===== src/rtl/adder_flagged_pkg.sv =====
package adder_flagged_pkg;
   typedef enum logic [1:0] {
      OP_ADD  = 2'b00,
      OP_SUB  = 2'b01,
      OP_RSUB = 2'b10,
      OP_ADDC = 2'b11
   } addop_e;
endpackage


===== src/rtl/adder_flagged_prep.sv =====
// Operand conditioning: optional inversion, narrow-mode masking, carry pick.
module adder_flagged_prep
   import adder_flagged_pkg::*;
#(
   parameter int DATA_W = 32,
   parameter int HALF_W = 16
) (
   input  logic [1:0]        op,
   input  logic              wide,
   input  logic              carry_in,
   input  logic [DATA_W-1:0] src_a,
   input  logic [DATA_W-1:0] src_b,
   output logic [DATA_W-1:0] add_x,
   output logic [DATA_W-1:0] add_y,
   output logic              add_cin
);
   localparam logic [DATA_W-1:0] LO_MASK = {{(DATA_W-HALF_W){1'b0}}, {HALF_W{1'b1}}};

   logic inv_a, inv_b;
   logic [DATA_W-1:0] keep;

   always_comb begin
      inv_a   = 1'b0;
      inv_b   = 1'b0;
      add_cin = 1'b0;
      unique case (addop_e'(op))
         OP_ADD:  add_cin = 1'b0;
         OP_SUB:  begin inv_b = 1'b1; add_cin = 1'b1; end
         OP_RSUB: begin inv_a = 1'b1; add_cin = 1'b1; end
         OP_ADDC: add_cin = carry_in;
         default: add_cin = 1'b0;
      endcase
   end

   assign keep  = wide ? {DATA_W{1'b1}} : LO_MASK;
   assign add_x = (inv_a ? ~src_a : src_a) & keep;
   assign add_y = (inv_b ? ~src_b : src_b) & keep;
endmodule


===== src/rtl/adder_flagged_core.sv =====
// Single shared adder; narrow-mode carry appears at bit HALF_W because
// upper input bits are already zeroed.
module adder_flagged_core #(
   parameter int DATA_W = 32
) (
   input  logic [DATA_W-1:0] add_x,
   input  logic [DATA_W-1:0] add_y,
   input  logic              add_cin,
   output logic [DATA_W:0]   sum
);
   assign sum = {1'b0, add_x} + {1'b0, add_y} + {{DATA_W{1'b0}}, add_cin};
endmodule


===== src/rtl/adder_flagged_sat.sv =====
// Width selection, overflow detection, clamping and flag generation.
module adder_flagged_sat #(
   parameter int DATA_W = 32,
   parameter int HALF_W = 16
) (
   input  logic              wide,
   input  logic              sat_en,
   input  logic [DATA_W-1:0] add_x,
   input  logic [DATA_W-1:0] add_y,
   input  logic [DATA_W:0]   sum,
   output logic [DATA_W-1:0] res,
   output logic              c,
   output logic              v,
   output logic              n,
   output logic              z
);
   localparam logic [DATA_W-1:0] LO_MASK  = {{(DATA_W-HALF_W){1'b0}}, {HALF_W{1'b1}}};
   localparam logic [DATA_W-1:0] W_MAXPOS = {1'b0, {(DATA_W-1){1'b1}}};
   localparam logic [DATA_W-1:0] N_MAXPOS = LO_MASK >> 1;

   logic [DATA_W-1:0] wrapped, maxpos, minneg;
   logic sx, sy, sr;

   assign wrapped = wide ? sum[DATA_W-1:0] : (sum[DATA_W-1:0] & LO_MASK);
   assign sx      = wide ? add_x[DATA_W-1] : add_x[HALF_W-1];
   assign sy      = wide ? add_y[DATA_W-1] : add_y[HALF_W-1];
   assign sr      = wide ? sum[DATA_W-1]   : sum[HALF_W-1];
   assign c       = wide ? sum[DATA_W]     : sum[HALF_W];
   assign v       = (sx == sy) && (sr != sx);
   assign maxpos  = wide ? W_MAXPOS : N_MAXPOS;
   assign minneg  = maxpos + 1'b1;

   always_comb begin
      res = wrapped;
      if (sat_en && v) res = sr ? maxpos : minneg;
   end

   assign n = wide ? res[DATA_W-1] : res[HALF_W-1];
   assign z = (res == '0);
endmodule


===== src/rtl/adder_flagged.sv =====
module adder_flagged #(
   parameter int DATA_W  = 32,
   parameter int HALF_W  = 16,
   parameter bit OUT_REG = 1'b1
) (
   input  logic              clk,
   input  logic              rst_n,
   input  logic [1:0]        op,
   input  logic              wide,
   input  logic              sat_en,
   input  logic              carry_in,
   input  logic [DATA_W-1:0] src_a,
   input  logic [DATA_W-1:0] src_b,
   output logic [DATA_W-1:0] result,
   output logic              flag_c,
   output logic              flag_v,
   output logic              flag_n,
   output logic              flag_z
);
   if (HALF_W < 2 || HALF_W >= DATA_W) begin : g_bad_width
      $error("adder_flagged: HALF_W must be in [2, DATA_W-1]");
   end

   logic [DATA_W-1:0] add_x, add_y, res_c;
   logic [DATA_W:0]   sum;
   logic              add_cin, c_c, v_c, n_c, z_c;

   adder_flagged_prep #(.DATA_W(DATA_W), .HALF_W(HALF_W)) u_prep (
      .op(op), .wide(wide), .carry_in(carry_in), .src_a(src_a), .src_b(src_b),
      .add_x(add_x), .add_y(add_y), .add_cin(add_cin)
   );

   adder_flagged_core #(.DATA_W(DATA_W)) u_core (
      .add_x(add_x), .add_y(add_y), .add_cin(add_cin), .sum(sum)
   );

   adder_flagged_sat #(.DATA_W(DATA_W), .HALF_W(HALF_W)) u_sat (
      .wide(wide), .sat_en(sat_en), .add_x(add_x), .add_y(add_y), .sum(sum),
      .res(res_c), .c(c_c), .v(v_c), .n(n_c), .z(z_c)
   );

   if (OUT_REG) begin : g_reg
      always_ff @(posedge clk or negedge rst_n) begin
         if (!rst_n) begin
            result <= '0;
            flag_c <= 1'b0;
            flag_v <= 1'b0;
            flag_n <= 1'b0;
            flag_z <= 1'b1;
         end else begin
            result <= res_c;
            flag_c <= c_c;
            flag_v <= v_c;
            flag_n <= n_c;
            flag_z <= z_c;
         end
      end
   end else begin : g_comb
      assign result = res_c;
      assign flag_c = c_c;
      assign flag_v = v_c;
      assign flag_n = n_c;
      assign flag_z = z_c;
   end
endmodule


===== config.mk =====
export PLATFORM = sky130hd
export DESIGN_NAME = adder_flagged
export DESIGN_NICKNAME = d
export VERILOG_FILES = /design/src/rtl/adder_flagged_pkg.sv /design/src/rtl/adder_flagged_prep.sv /design/src/rtl/adder_flagged_core.sv /design/src/rtl/adder_flagged_sat.sv /design/src/rtl/adder_flagged.sv
export SDC_FILE = /design/constraint.sdc
export NUM_CORES = 1
export LEC_CHECK = 0
export ABC_AREA = 1
export BUFFER_PORTS_ARGS = -buffer_cell sky130_fd_sc_hd__buf_2
export CAP_MARGIN = 15
export CORE_ASPECT_RATIO = 0.6
export CORE_MARGIN = 2
export CORE_UTILIZATION = 59
export CTS_CLUSTER_DIAMETER = 50
export DETAILED_ROUTE_END_ITERATION = 7
export PLACE_DENSITY = 0.88
export SKIP_LAST_GASP = 1
export SYNTH_ARGS = -nofsm -noshare
export SYNTH_HDL_FRONTEND = slang
export SYNTH_SLANG_ARGS = --single-unit

===== constraint.sdc =====
create_clock -name clk -period 1.6 [get_ports clk]
set_clock_uncertainty 0.05 [all_clocks]
set_input_delay 0 -clock clk [delete_from_list [all_inputs] [get_ports clk]]
set_output_delay 0 -clock clk [all_outputs]
set_load 0.005 [all_outputs]

==> out/metrics.cfg, run 1 <==
[clock_network]
cts_hold_buf = 1
htreeDepth = 2
cts_resized = 59
root_buffer = clkbuf_16
cts_setup_buffers = 18
cts-buffers-inserted = 5
clock_sinks = 36
cts_buffer_depth = 2

[synth]
synth_area_mm2 = 0.00419
ys.flop_type = dfrtp_1
synth_edf_count = 0
seq_area_frac_synth = 0.215
syn_inst = 627
ys_async_sr_fraction = 1.00
netlist.area_leader.share = 0.209
synth_area_leaders = dfrtp_1 (21%), nand2_1 (15%), ha_1 (11%), xnor2_1 (8.8%), xor2_1 (7.9%)
yosys_warnings = 0
netlist_top_cells_count = nand2_1 (169), nor2_1 (84), inv_1 (49), a21oi_1 (45), xnor2_1 (42)
post-synth-top-count-cell = nand2_1
yosysUniqueCellTypes = 38
synthesis.nets = 737
yosys.area.top_type = dfrtp_1
yosys_register_bits = 36
synth.avg_cell_area_um2 = 6.68

[floorplan]
ios = 107
die_w_um = 113
start_util = 0.619
rows = 23
dieHeight_um = 69.3

[place]
place_inst = 954
pre_cts_slack_ps = -1680
place_area_mm2 = 0.00616
hpwl_um = 12600
gp_congestion = 0.976
port_buffers = 106

[outcome]
error = [ERROR DPL-0033] detailed placement checks failed during check placement.
lastStage = 4_1_cts
status = did not finish

==> stage by stage <==
stage,hold WS [ps],TNS [ps],util
detailed placement,45.4,-51310,0.911
global placement,24.0,-43610,0.911
floorplan,-346,-32200,-
==> cells by family after synthesis <==
logic type                 after synthesis  share of synthesized area
AOI/OAI and AO/OA                       92                      0.121
xor gates and xnor gates                81                      0.171
adders and majority gates               39                      0.120
buffers and inverters                   72                     0.0687
DFF                                     36                      0.215
and+or+nand+nor                        307                      0.304
==> inputs of run 2 (changes only) <==
Settings changed: CORE_ASPECT_RATIO 0.6 to default, CORE_UTILIZATION 59 to 40, CTS_CLUSTER_DIAMETER 50 to default, PLACE_DENSITY 0.88 to default, PLACE_DENSITY_LB_ADDON from default to 0.15.
==> run 2 against run 1 <==
The flow now finishes, with violations (negative setup slack). Synthesized cell count unchanged. Area after synthesis is the same.
==> out/metrics.cfg, run 2 <==
[outcome]
status = finished with violations
violations = negative setup slack

[grt]
grt_pass1_wl_um = 21300
track_usage = 0.230
antenna_found_initial = 0
overflow = 0
grt_pass1_vias = 4829
grt_max_degree = 37

[sta]
worst_slew_pin_slew_ps = 718
hold_viol = 0
slew_viol_final = 0
worst_slack_ps = -1150
timing.final.crit_period_ps = 2750
fmax_ghz = 0.364
fin_crit_sh = 1.72
rsz0062_at_grt = true
setup-violations-final = 36
final.setup.tns_ps = -32280
max_slew_margin = 0.521

[place]
hpwl_um = 10500
gp_congestion = 0.951
port_buffers = 106

[synth]
yosysUniqueCellTypes = 38
synthesis.nets = 737
seq_area_frac_synth = 0.215
synth_mux_area_frac = 0
synth_area_mm2 = 0.00419
syn_inst = 627
synth_top_family_by_area = simple AND/OR/NAND/NOR gates
yosys.area.top_type = dfrtp_1
netlist_top_cells_count = nand2_1 (169), nor2_1 (84), inv_1 (49), a21oi_1 (45), xnor2_1 (42)
post-synth-top-count-cell = nand2_1
synth-simple-area-share = 0.304
ys.flop_type = dfrtp_1
synth.avg_cell_area_um2 = 6.68
yosys_warnings = 0
synth-xor-area-share = 0.171
synth_edf_count = 0
synth_compound_area_frac = 0.121
netlist.area_leader.share = 0.209
ys_async_sr_fraction = 1.00
synth_area_leaders = dfrtp_1 (21%), nand2_1 (15%), ha_1 (11%), xnor2_1 (8.8%), xor2_1 (7.9%)
yosys_register_bits = 36
yosys.area_share.adder = 0.120

[layout]
finalCoreUtilization = 0.718
drive_above_1_share = 0.506
largest_reg_flops = 32
final_cell_mix = buf_4 (169), nand2_1 (115), buf_2 (105)
antenna_cells = 0
layout_commonest_cell = buf_4
area_growth_pct = 75.2
regMostFlops = result
nNetsFinal = 1034

[detailed_routing]
totalWireLength_um = 13200
via_per_inst = 4.66
antenna_left = 0
first_iter_violations = 166
drcViolationCount = 0
vias = 4948
wl_per_cell_um = 12.5
dr.pass1.iters = 4

[worst_setup_path]
crit_type = in -> reg
crit_arrival_ps = 2920
endpoint = flag_z
critPathLaunch = op[0]
critPathCaptureType = flop
required_ps = 1770
cp_max_fo = 6
start_kind = input pin

[hold_path]
hp-class = in -> reg
whs_path_depth = 4

[floorplan]
die_w_um = 106
core_mm2 = 0.0102
start_util = 0.409
dieHeight_um = 106
die_area_mm2 = 0.0113
rows = 37
ios = 107

[power_and_ir_drop]
p_per_area_mw_per_mm2 = 856
p_leak_nw = 3.95
design_power_total_mw = 6.28
ir_worst_vdd_uv = 521

[clock_network]
clock_sinks = 36
cts-buffers-inserted = 5
htreeDepth = 2
cts_tree = done
root_buffer = clkbuf_8
clk_pin_slew_ps = 60
cts_buffer_depth = 2

[run]
cap_violations = 0

## run 2: cell counts after synthesis
No cell type changed its count.
## run 2: logic make-up after synthesis
group,after synthesis
adders and majority gates,39
buffers and inverters,72
and+or+nand+nor,307
AOI/OAI and AO/OA,92
DFF,36
xor gates and xnor gates,81
## run 2: layout make-up
type / instances / area [µm²]
Sequential cell: 36 / 902
Inverter: 53 / 224
Tap cell: 136 / 170
Clock buffer: 8 / 100
Multi-Input combinational cell: 519 / 3640
Timing Repair Buffer: 309 / 2300
Fill cell: 823 / 2890
## run 2: critical path: stages
cell,delay (ps)
buf_12,120
inv_12,50
ha_4,240
buf_12,160
xnor2_2,110
nor2_1,70
ha_1,340
buf_6,140
nand2_2,80
nor2_2,50
nand2_2,70
inv_1,50
a21oi_2,180
nand3_2,140
nand3_4,150
nand3_4,80
nand2_4,110
nand2_8,90
buf_8,160
o21ai_1,90
nand3_1,120
nor2_2,150
nand2_1,60
nor2_1,100
## run 2: where the power goes
part           switching, mW  total, mW  internal [mW]  leakage (nW)
Sequential            0.0538       1.24           1.18         0.445
Combinational           2.10       4.38           2.28          3.46
Clock                  0.275      0.667          0.392        0.0515
Total                   2.43       6.28           3.85          3.95
## run 2: worst min path at each step
stage                start         end  slack, ps
floorplan            rst_n      flag_c       -350
global placement     rst_n   result[2]         30
detailed placement   rst_n   result[0]         40
CTS                 sat_en  result[17]        180
global route        sat_en  result[26]        210
finish              sat_en  result[28]        200
## run 2: per-layer routing
layer | routed length, µm | vias to the layer above | track usage | share of wire
met5 | 0 | - | 0 | 0
met4 | 169 | 0 | 0.0583 | 0.013
met3 | 557 | 13 | 0.0166 | 0.042
met2 | 6480 | 104 | 0.401 | 0.49
met1 | 6010 | 2240 | 0.308 | 0.45
li1 | - | 2591 | - | -
## run 2: stage by stage
step                hold slack, ps  std cells  setup WS, ps  area [µm²]
floorplan                     -346        627         -1130        4510
global placement              32.6       1018         -1560        6330
detailed placement            38.3       1018         -1590        6330
CTS                            179       1046         -1070        6980
global route                   206       1061         -1290        7340
finish                         197       1061         -1150        7340
## run 2: timing repair
action                     4_1_cts  5_1_grt
gates cloned                     2        3
buffers inserted                22       13
resized for setup               99       66
setup endpoints to repair       36       36
hold endpoints to repair        35        0
hold buffers                     1        0
pin swaps                       44       29
(Power assumes the default switching activity.)
